==> src/rtl/irda_tx_pkg.sv <==
package irda_tx_pkg;

    localparam int LEN_W_DEFAULT = 6;

    typedef enum logic {
        SRC_BAUD = 1'b0,
        SRC_OVS  = 1'b1
    } clk_src_e;

    typedef struct packed {
        logic start;
        logic zero_bit;
        logic tick;
    } bit_evt_t;

    function automatic logic wants_pulse(input logic nrz);
        return ~nrz;
    endfunction

endpackage

==> src/rtl/irda_tick_sel.sv <==
module irda_tick_sel
    import irda_tx_pkg::*;
(
    input  logic     os_half_tick,
    input  logic     br_half_tick,
    input  clk_src_e src,
    output logic     half_tick
);
    always_comb begin
        unique case (src)
            SRC_OVS:  half_tick = os_half_tick;
            default:  half_tick = br_half_tick;
        endcase
    end
endmodule

==> src/rtl/irda_pulse_gen.sv <==
module irda_pulse_gen
    import irda_tx_pkg::*;
#(
    parameter int LEN_W = LEN_W_DEFAULT
) (
    input  logic             clk,
    input  logic             rst,
    input  logic             enable,
    input  bit_evt_t         evt,
    input  logic [LEN_W-1:0] len,
    output logic             active
);
    logic [LEN_W-1:0] cnt;

    always_ff @(posedge clk) begin
        if (rst || !enable) begin
            active <= 1'b0;
            cnt    <= '0;
        end else if (evt.start) begin
            active <= evt.zero_bit;
            cnt    <= '0;
        end else if (active && evt.tick) begin
            if (cnt == len) begin
                active <= 1'b0;
                cnt    <= '0;
            end else begin
                cnt <= cnt + 1'b1;
            end
        end
    end

    // zero-bit strobe starts a pulse
    a_r2_zero_starts: assert property (@(posedge clk) disable iff (rst)
        (enable && evt.start && evt.zero_bit) |=> active);

    // one-bit strobe leaves or forces output inactive
    a_r3_one_quiet: assert property (@(posedge clk) disable iff (rst)
        (enable && evt.start && !evt.zero_bit) |=> !active);

    // any rise follows a zero-bit strobe
    a_r7_rise_after_strobe: assert property (@(posedge clk) disable iff (rst)
        $rose(active) |-> $past(enable && evt.start && evt.zero_bit));

    // disable clears the pulse
    a_r8_disable_clears: assert property (@(posedge clk) disable iff (rst)
        !enable |=> !active);

    // without a selected tick or strobe, state holds
    a_r5_hold_no_tick: assert property (@(posedge clk) disable iff (rst)
        (enable && $past(enable) && active && !evt.tick && !evt.start)
        |=> (active && $stable(cnt)));
endmodule

==> src/rtl/irda_tx_encoder.sv <==
module irda_tx_encoder
    import irda_tx_pkg::*;
#(
    parameter int LEN_W = LEN_W_DEFAULT
) (
    input  logic             clk,
    input  logic             rst,
    input  logic             enc_en,
    input  logic             clk_sel,
    input  logic             os_half_tick,
    input  logic             br_half_tick,
    input  logic             bit_start,
    input  logic             tx_nrz,
    input  logic [LEN_W-1:0] pulse_len,
    output logic             ir_out
);
    logic     sel_tick;
    logic     pulse_on;
    bit_evt_t evt;

    irda_tick_sel u_tick_sel (
        .os_half_tick (os_half_tick),
        .br_half_tick (br_half_tick),
        .src          (clk_src_e'(clk_sel)),
        .half_tick    (sel_tick)
    );

    always_comb begin
        evt.start    = bit_start;
        evt.zero_bit = wants_pulse(tx_nrz);
        evt.tick     = sel_tick;
    end

    irda_pulse_gen #(.LEN_W(LEN_W)) u_pulse (
        .clk    (clk),
        .rst    (rst),
        .enable (enc_en),
        .evt    (evt),
        .len    (pulse_len),
        .active (pulse_on)
    );

    // passthrough when disabled
    assign ir_out = enc_en ? pulse_on : tx_nrz;
endmodule

==> config.mk <==
export PLATFORM = sky130hd
export DESIGN_NAME = irda_tx_encoder
export DESIGN_NICKNAME = d
export VERILOG_FILES = /design/src/rtl/irda_tx_pkg.sv /design/src/rtl/irda_tick_sel.sv /design/src/rtl/irda_pulse_gen.sv /design/src/rtl/irda_tx_encoder.sv
export SDC_FILE = /design/constraint.sdc
export NUM_CORES = 1
export LEC_CHECK = 0
export BUFFER_PORTS_ARGS = -buffer_cell sky130_fd_sc_hd__buf_2
export CAP_MARGIN = 15
export CORE_AREA = 4 4 41 43
export DETAILED_ROUTE_END_ITERATION = 10
export DIE_AREA = 0 0 45 47
export PLACE_DENSITY = 0.67
export SLEW_MARGIN = 20
export SYNTH_ARGS = -nofsm -noshare
export SYNTH_HDL_FRONTEND = slang
export SYNTH_SLANG_ARGS = --single-unit
==> constraint.sdc <==
create_clock -name clk -period 1.6 [get_ports clk]
set_input_delay 0.08 -clock clk [delete_from_list [all_inputs] [get_ports clk]]
set_output_delay 0.08 -clock clk [all_outputs]
set_load 0.01 [all_outputs]
-- Word-level counts from Yosys, hierarchy flattened
Index checks and enable logic that the tools add are counted.
- register bits after elaboration: 7
- input bits: 14
- add/sub/neg operators: 1
- mux-type cells: 6
- bitwise operators: 1
- equal/unequal tests: 1
- reductions and logical operators: 7
- operator list (cell ; number):
    $add 6x1->6 const B ; 1
    $eq 6x6->1 ; 1
    $mux 6 ; 1
    $mux 1 ; 5
    $reduce_bool 2->1 ; 2
    $reduce_and 2->1 ; 1
    $reduce_or 2->1 ; 1
    $logic_and 1x1->1 ; 1
    $logic_not 1->1 ; 1
    $logic_or 1x1->1 ; 1
    $not 1->1 ; 1

-- Depth between registers and ports, before layout
Gate-level depths: netlist of the first run.
- depth after elaboration: 4
- mapped depth: 5

-- Cells and area by module
A second synthesis of the first run with hierarchy kept.
- cells, all modules: 43
- area, all modules: 421.7 um^2
- modules (own cells, without submodules) (module ; instances ; cells an instance ; area each (um^2) ; seq. area each (um^2)):
    irda_pulse_gen ; 1 ; 40 ; 387.9 ; 140.1
    irda_tx_encoder ; 1 ; 2 ; 18.8 ; 0.0
    irda_tick_sel ; 1 ; 1 ; 15.0 ; 0.0

-- Worst setup path before layout of the first run
Ideal clock, no wire load.
- kind: flip-flop to flip-flop
- from: reg u_pulse.cnt[2]
- to: reg u_pulse.cnt[0]
- setup time: 0.133 ns
- cell stages (with the launch flop): 5
- clock period less this slack: 1.204 ns
- arrival time: 1.071 ns
- setup slack: 0.396 ns
- cells stage by stage: dfxtp_1 -> xnor2_1 -> nand4_1 -> o41ai_4 -> nor2_1
- word-level cells in the longest chain between the ends: 2
- RTL lines (element ; line ; text):
    start, declared ; irda_pulse_gen.sv:13 ; logic [LEN_W-1:0] cnt;
    start signal, assigned ; irda_pulse_gen.sv:27 ; cnt <= cnt + 1'b1;
    $eq 6x6->1 ; irda_pulse_gen.sv:23 ; if (cnt == len) begin
    $mux 6 ; irda_pulse_gen.sv:23 ;
Every way passes these cells.
A chain may end at the register's enable or synchronous reset.

-- Final worst setup path of the first run
- from: reg u_pulse.active
- to: reg u_pulse.cnt[4]
- word-level cells in the longest chain between the ends: 1
- RTL lines (element ; line ; text):
    start, declared ; irda_pulse_gen.sv:11 ; output logic active
    start signal, assigned ; irda_pulse_gen.sv:20 ; active <= evt.zero_bit;
    $logic_and 1x1->1 ; irda_pulse_gen.sv:22 ; end else if (active && evt.tick) begin
Every way passes these cells.

==> results of run 1 <==
==> cell usage in the layout, fill, tap and decap left out, drive strengths merged <==
master  count
buf        14
xnor2       7
dfxtp       7
nor2        6
xor2        4
clkbuf      4
nand3       3
nand2       3
nand4       2
nor3        2
mux2        2
inv         1
nor3b       1
o41ai       1
or4bb       1
o21ai       1
a21oi       1
mux2i       1
ha          1
==> registers in the layout, indices dropped and copies added (netlist names) <==
signal          cells
u_pulse.active      1
u_pulse.cnt         6
==> critical path, cell delays in order, from the launching register on <==
cell and delay [ns]:
sky130_fd_sc_hd__dfxtp_1 0.47, sky130_fd_sc_hd__nand2_4 0.10, sky130_fd_sc_hd__o41ai_4 0.55, sky130_fd_sc_hd__nor2_1 0.10
==> cells by family after synthesis <==
family	count (synthesis)	synth area share
simple gates	18	0.228
xor+xnor	11	0.225
flops	7	0.327
compound gates	3	0.0965
mux	3	0.0848
buf+inv	1	0.00876
fa+ha+maj	1	0.0292
==> routing by layer <==
| layer | part of all wire | wire (µm) | up-vias | track usage |
|---|---|---|---|---|
| met4 | 0.035 | 30 | 0 | 0.117 |
| met1 | 0.41 | 346 | 170 | 0.105 |
| met3 | 0.048 | 41 | 3 | 0.0268 |
| met5 | 0 | 0 | - | 0 |
| li1 | - | - | 187 | - |
| met2 | 0.51 | 430 | 10 | 0.150 |
==> path summary, 6_finish.rpt <==
kind,startpoint,end,slack [ns],cells past startpoint
max,u_pulse.active,u_pulse.cnt[4],0.26,3
min,rst,u_pulse.active,0.13,3
min reg2reg,u_pulse.cnt[1],u_pulse.cnt[1],0.51,2
max reg2reg,u_pulse.active,u_pulse.cnt[4],0.26,3
==> where the power goes <==
part	switching, mW	internal [mW]
Combinational	0.0235	0.0273
Sequential	0.00196	0.176
Clock	0.0672	0.0953
==> stage by stage <==
| step | utilization | hold slack, ns | power (mW) | std cells | area [µm²] |
|---|---|---|---|---|---|
| 3_5_place_dp | 0.397 | 0.384 | 0.232 | 73 | 517 |
| 4_1_cts | 0.417 | 0.116 | 0.397 | 77 | 543 |
| 6_report | 0.417 | 0.125 | 0.391 | 77 | 543 |
| 5_1_grt | 0.417 | 0.111 | 0.417 | 77 | 543 |
| 3_3_place_gp | 0.397 | 0.380 | 0.232 | 73 | 517 |
| 2_1_floorplan | - | 0.269 | 0.208 | 44 | 428 |
==> final cells by class <==
| type | instances | area share |
|---|---|---|
| Timing Repair Buffer | 14 | 0.129 |
| Multi-Input combinational cell | 36 | 0.523 |
| Tap cell | 15 | 0.0346 |
| Sequential cell | 7 | 0.258 |
| Inverter | 1 | 0.00691 |
| Clock buffer | 4 | 0.0484 |
==> results.md, run 1 <==
* Predominant post-synthesis flop cell: sky130_fd_sc_hd__dfxtp_1
* Fraction of final layout cells sized beyond drive strength 1 at 0.355
* Number of antenna cells inserted at 0
* Vias in the first global route at 357
* Clock Root Buffer: sky130_fd_sc_hd__clkbuf_4
* Number of buffers added by the clock tree synthesis step at 3
* Sequential fraction of the synthesis area at 0.327
* WP data arrival at 1.47 ns
* Fin. Hold Viols at 0
* Cell types occupying the most area after synthesis: sky130_fd_sc_hd__dfxtp_1 (33%), sky130_fd_sc_hd__xnor2_1 (14%), sky130_fd_sc_hd__xor2_1 (8.2%), sky130_fd_sc_hd__o41ai_4 (6.4%), sky130_fd_sc_hd__nor2_1 (5.3%)
* Post-CTS Setup Inserts at 0
* Seq. cell area at 140 µm²
* Post-synth cell types at 19
* Cell type with the highest aggregate area in the netlist: sky130_fd_sc_hd__dfxtp_1
* Total detailed-routing wirelength at 849 µm
* Average size of a mapped cell at ~9.7 µm²
* Antenna Nets Post-Route at 0
* H-tree depth reported by CTS at 1
* Start-to-end type of the worst setup path: reg -> reg
* Sinks on Clock Net at 7
* Floorplan Core Area at between 1000 and 1500 µm²
* GRT Overall Usage at 0.0997
* Final worst-path setup slack at 0.260 ns
* Setup_tns at 0 ns
* Initial detailed-routing violation count at 4
* Worst clock skew on the final layout at between 0.002 and 0.0025 ns
* Critical path endpoint category: register
* Syn Inst Count at 44
* Total Die Area at approximately 2100 µm²
* Number of flops mapped to enable cells by yosys at 0
* F_max at 746 MHz
* Minimum period implied by the final worst setup slack at 1.34 ns
* Setup Viol. Count Final at 0
* FFs w/ async S/R, synth at 0
* Quantity of hold-fixing buffers added after cts at 0
* Top cell types by occurrence after synthesis: sky130_fd_sc_hd__dfxtp_1 (7), sky130_fd_sc_hd__xnor2_1 (7), sky130_fd_sc_hd__nor2_1 (6)
* CTS tree: built
* RSZ-0062 raised after global routing: no
* Path category of the worst min-delay check: in -> reg
* Largest net degree at the start of global routing at 8
* Syn_nets at 59
* Detailed-routing iteration count for the pre-antenna-repair pass at 4
* Required arrival time at the worst endpoint at between 1.5 and 2 ns
* I/O pin count at 15
* Number of warnings reported in the yosys synthesis log at 0
* Max Slew Vio Count at 0
* Combined area of the multi-input logic cells at 284 µm²
* Source-to-sink clock delay at the later pin of the worst-skew pair at 0.25 ns
* Highest fanout seen on the critical path at 7
* Cell leakage power at about 0.22 nW
* Weighted congestion at the end of routability-driven global placement at 0.737
* Wire length per cell at ~11 µm
* Number of violations of the max-capacitance limit at 0
* Via density per instance at 4.81
* Maximum clock path buffer count at 2
* Clock transition at the register clock pins on the worst setup and hold paths after CTS at 0.05 ns
* Number of fill cells in the layout at 137
* Detailed-route DRC error count at 0
* Row Count at 13
* Net count reported at finish at 78
* Startpoint type of the worst setup path: register
* Post-Syn Area at 428 µm²
* Wire length of the first global-routing pass at 1430 µm
* Power density over the cells at 719 nW/µm²
* Initial Utilization at 0.329
* Headroom to the max-slew limit at 0.681
* Antenna violations before repair at 0
* Overall die height at 47 µm
* Fraction of the cycle the final worst path needs at 0.838
* Synthesis-stage register bit count at 7
* Port Buffers at 14
* Post-Place Worst Slack at approximately 0.26 ns
* Measured slew at the worst slew-check pin at ~0.48 ns
* Peak supply drop at between 0.3 and 0.4 mV
* Result of the run: finished clean
* Cells resized by post-CTS repair at 0
* GRT overflow at 0
* Fraction of synthesized cell area taken by the top area cell type at 0.327
* Area overhead of the layout relative to synthesis at 26.9%
* Vias post-DR at 370
* X dimension of the die at 45 µm
No activity file was read; power rests on OpenSTA's default activity.
==> inputs of run 2 (changes only) <==
Settings changed: PLACE_DENSITY 0.67 to 0.69.
Clock period 1.6 ns to 1.23 ns, I/O delays scaled along.
==> results.md, run 2 (same netlist as run 1, synthesis figures left out) <==
* Vias in the first global route at 420 (+18%)
* Source-to-sink clock delay at the later pin of the worst-skew pair at 0.25 ns (about the same)
* Weighted congestion at the end of routability-driven global placement at 0.708 (-3.9%)
* Number of buffers added by the clock tree synthesis step at 3 (unchanged)
* Worst clock skew on the final layout at 0.00478 ns (+0.00263 ns)
* Required arrival time at the worst endpoint at 1.38 ns (-0.35 ns)
* Largest registers: u_pulse.cnt x6, u_pulse.active x1
* Number of violations of the max-capacitance limit at 0 (unchanged)
* Launch point of the worst reg-to-reg path: u_pulse.active
* Number of stages on the worst setup path at 4 (+1)
* Violations in the final reports: setup timing
* Slowest-stage cell, CP: sky130_fd_sc_hd__dfxtp_1
* Port Buffers at 14 (unchanged)
* Total Die Area at 2120 µm² (unchanged)
* Quantity of hold-fixing buffers added after cts at 0 (unchanged)
* GRT Overall Usage at 0.109 (+0.00967)
* Minimum period implied by the final worst setup slack at 1.24 ns (-0.0968 ns)
* End point of the critical path: u_pulse.active
* Critical path endpoint category: register
* CP max stage delay at 0.43 ns (-0.12 ns)
* Number of antenna cells inserted at 0 (unchanged)
* Largest net degree at the start of global routing at 5 (-3)
* Depth of the most critical reg-to-reg path at 4 (+1)
* Measured slew at the worst slew-check pin at 0.345 ns (-0.132 ns)
* Maximum clock path buffer count at 2 (unchanged)
* Via density per instance at 4.79 (-0.41%)
* Clock transition at the register clock pins on the worst setup and hold paths after CTS at 0.05 ns (about the same)
* Final worst-path setup slack at -0.0133 ns (-0.273 ns)
* F_max at 804 MHz (+7.8%)
* Initial detailed-routing violation count at 2 (-2)
* Initial Utilization at 0.329 (unchanged)
* Wire length per cell at 12.7 µm (+15%)
* Sum of net half-perimeters after detailed placement at 744 µm
* Post-Route Hold Slack at 0.104 ns (-0.0213 ns)
* Net count reported at finish at 85 (+9.0%)
* WP data arrival at 1.39 ns (-0.08 ns)
* Startpoint type of the worst setup path: register
* Fraction of the cycle the final worst path needs at 1.01 (+0.173)
* Power density over the cells at 820 nW/µm² (+14%)
* Start-to-end type of the worst setup path: reg -> reg
* Floorplan Core Area at 1300 µm² (unchanged)
* Clock Root Buffer: sky130_fd_sc_hd__clkbuf_4
* Overall die height at 47 µm (unchanged)
* Cell leakage power at 0.266 nW (+24%)
* Peak supply drop at 0.513 mV (+45%)
* Fin. Hold Viols at 0 (unchanged)
* Count of buffering cells on the critical path with inverters included at 1 (+1)
* H-tree depth reported by CTS at 1 (unchanged)
* Antenna Nets Post-Route at 0 (unchanged)
* Detailed-routing iteration count for the pre-antenna-repair pass at 2 (-2)
* Commonest cells after routing, fill and taps aside: sky130_fd_sc_hd__buf_2 (14), sky130_fd_sc_hd__buf_4 (7), sky130_fd_sc_hd__nor2_1 (6)
* Vias post-DR at 402 (+8.6%)
* Total detailed-routing wirelength at 1070 µm (+25%)
* Register-to-register path setup slack at -0.01 ns (-0.27 ns)
* Launching element of the worst setup path: u_pulse.active
* Detailed-route DRC error count at 0 (unchanged)
* Fraction of final layout cells sized beyond drive strength 1 at 0.551 (+0.196)
* Total Power at 518 µW (+33%)
* Sinks on Clock Net at 7 (unchanged)
* Cell type group with the largest total delay on the critical path: flip-flops
* Headroom to the max-slew limit at 0.770 (+0.0883)
* RSZ-0062 raised after global routing: yes
* I/O pin count at 15 (unchanged)
* Min-Delay Path Depth at 3 (unchanged)
* Cell breakdown of the critical path: nand2_4 > o41ai_4 > buf_4 > o21ai_2
* Max Slew Vio Count at 0 (unchanged)
* Max reg flops at 6 (unchanged)
* Endpoint of the lowest-slack register-to-register path: u_pulse.active
* Wire length of the first global-routing pass at 1620 µm (+14%)
* Area overhead of the layout relative to synthesis at 47.7%
* GRT overflow at 0 (unchanged)
* Setup Viol. Count Final at 4 (+4)
* Row Count at 13 (unchanged)
* Highest fanout seen on the critical path at 4 (-3)
* CTS tree: built
* Result of the run: finished with violations
* Path category of the worst min-delay check: in -> reg
* X dimension of the die at 45 µm (unchanged)
* Register bank with the most flops: u_pulse.cnt
* Most common library cell in the layout ignoring fill and taps: sky130_fd_sc_hd__buf_2
* Antenna violations before repair at 0 (unchanged)
* Source of the worst hold timing path: tx_nrz
==> run 2: cell types whose count changed in the layout (fill, tap and decap cells not counted), sizes merged <==
cell / before / now
buf: 14 / 21
==> run 2: per-stage QoR <==
step                      cells  worst slack (ns)  TNS, ns   util  instance area, µm²
after floorplan              44            0.0260        0      -                 428
after global placement       77            -0.105   -0.685  0.420                 547
after detailed placement     77            -0.129   -0.802  0.420                 547
after CTS                    84            -0.111   -0.708  0.464                 604
after global routing         84           -0.0670   -0.340  0.486                 632
final                        84           -0.0133  -0.0377  0.486                 632
==> run 2: worst register-to-register path: stages, from the launching register on <==
cell and delay, ns:
sky130_fd_sc_hd__dfxtp_1 0.43, sky130_fd_sc_hd__nand2_4 0.10, sky130_fd_sc_hd__o41ai_4 0.37, sky130_fd_sc_hd__buf_4 0.20, sky130_fd_sc_hd__o21ai_2 0.05
==> run 2: layout make-up <==
class                           instances  area (µm²)
Clock buffer                            4        26.3
Fill cell                             129         669
Inverter                                1        3.75
Multi-Input combinational cell         36         315
Sequential cell                         7         145
Tap cell                               15        18.8
Timing Repair Buffer                   21         123
==> run 2: repair_timing <==
| item | in CTS | in global routing |
|---|---|---|
| cloned | 0 | 0 |
| resized for setup | 5 | 4 |
| buffers inserted | 3 | 0 |
| endpoints found under the setup margin | 7 | 7 |
| pin swaps | 9 | 2 |
| endpoints found under the hold margin | 0 | 0 |
==> run 2: power by group <==
part / internal, mW / switching (mW)
Clock: 0.124 / 0.0857
Combinational: 0.0428 / 0.0355
Sequential: 0.228 / 0.00205
Total: 0.395 / 0.123
==> run 2: routing by layer <==
| layer | part of all wire | vias to the layer above | GRT usage |
|---|---|---|---|
| li1 | - | 204 | - |
| met1 | 0.37 | 188 | 0.110 |
| met4 | 0.012 | 0 | 0.0702 |
| met2 | 0.58 | 8 | 0.195 |
| met5 | 0 | - | 0 |
| met3 | 0.040 | 2 | 0.0345 |
==> run 2: worst min path at each step <==
stage / slack [ns] / end
final: 0.10 / u_pulse.active
after global routing: 0.10 / u_pulse.active
after CTS: 0.10 / u_pulse.active
after detailed placement: 0.37 / u_pulse.active
after global placement: 0.36 / u_pulse.active
after floorplan: 0.25 / u_pulse.active
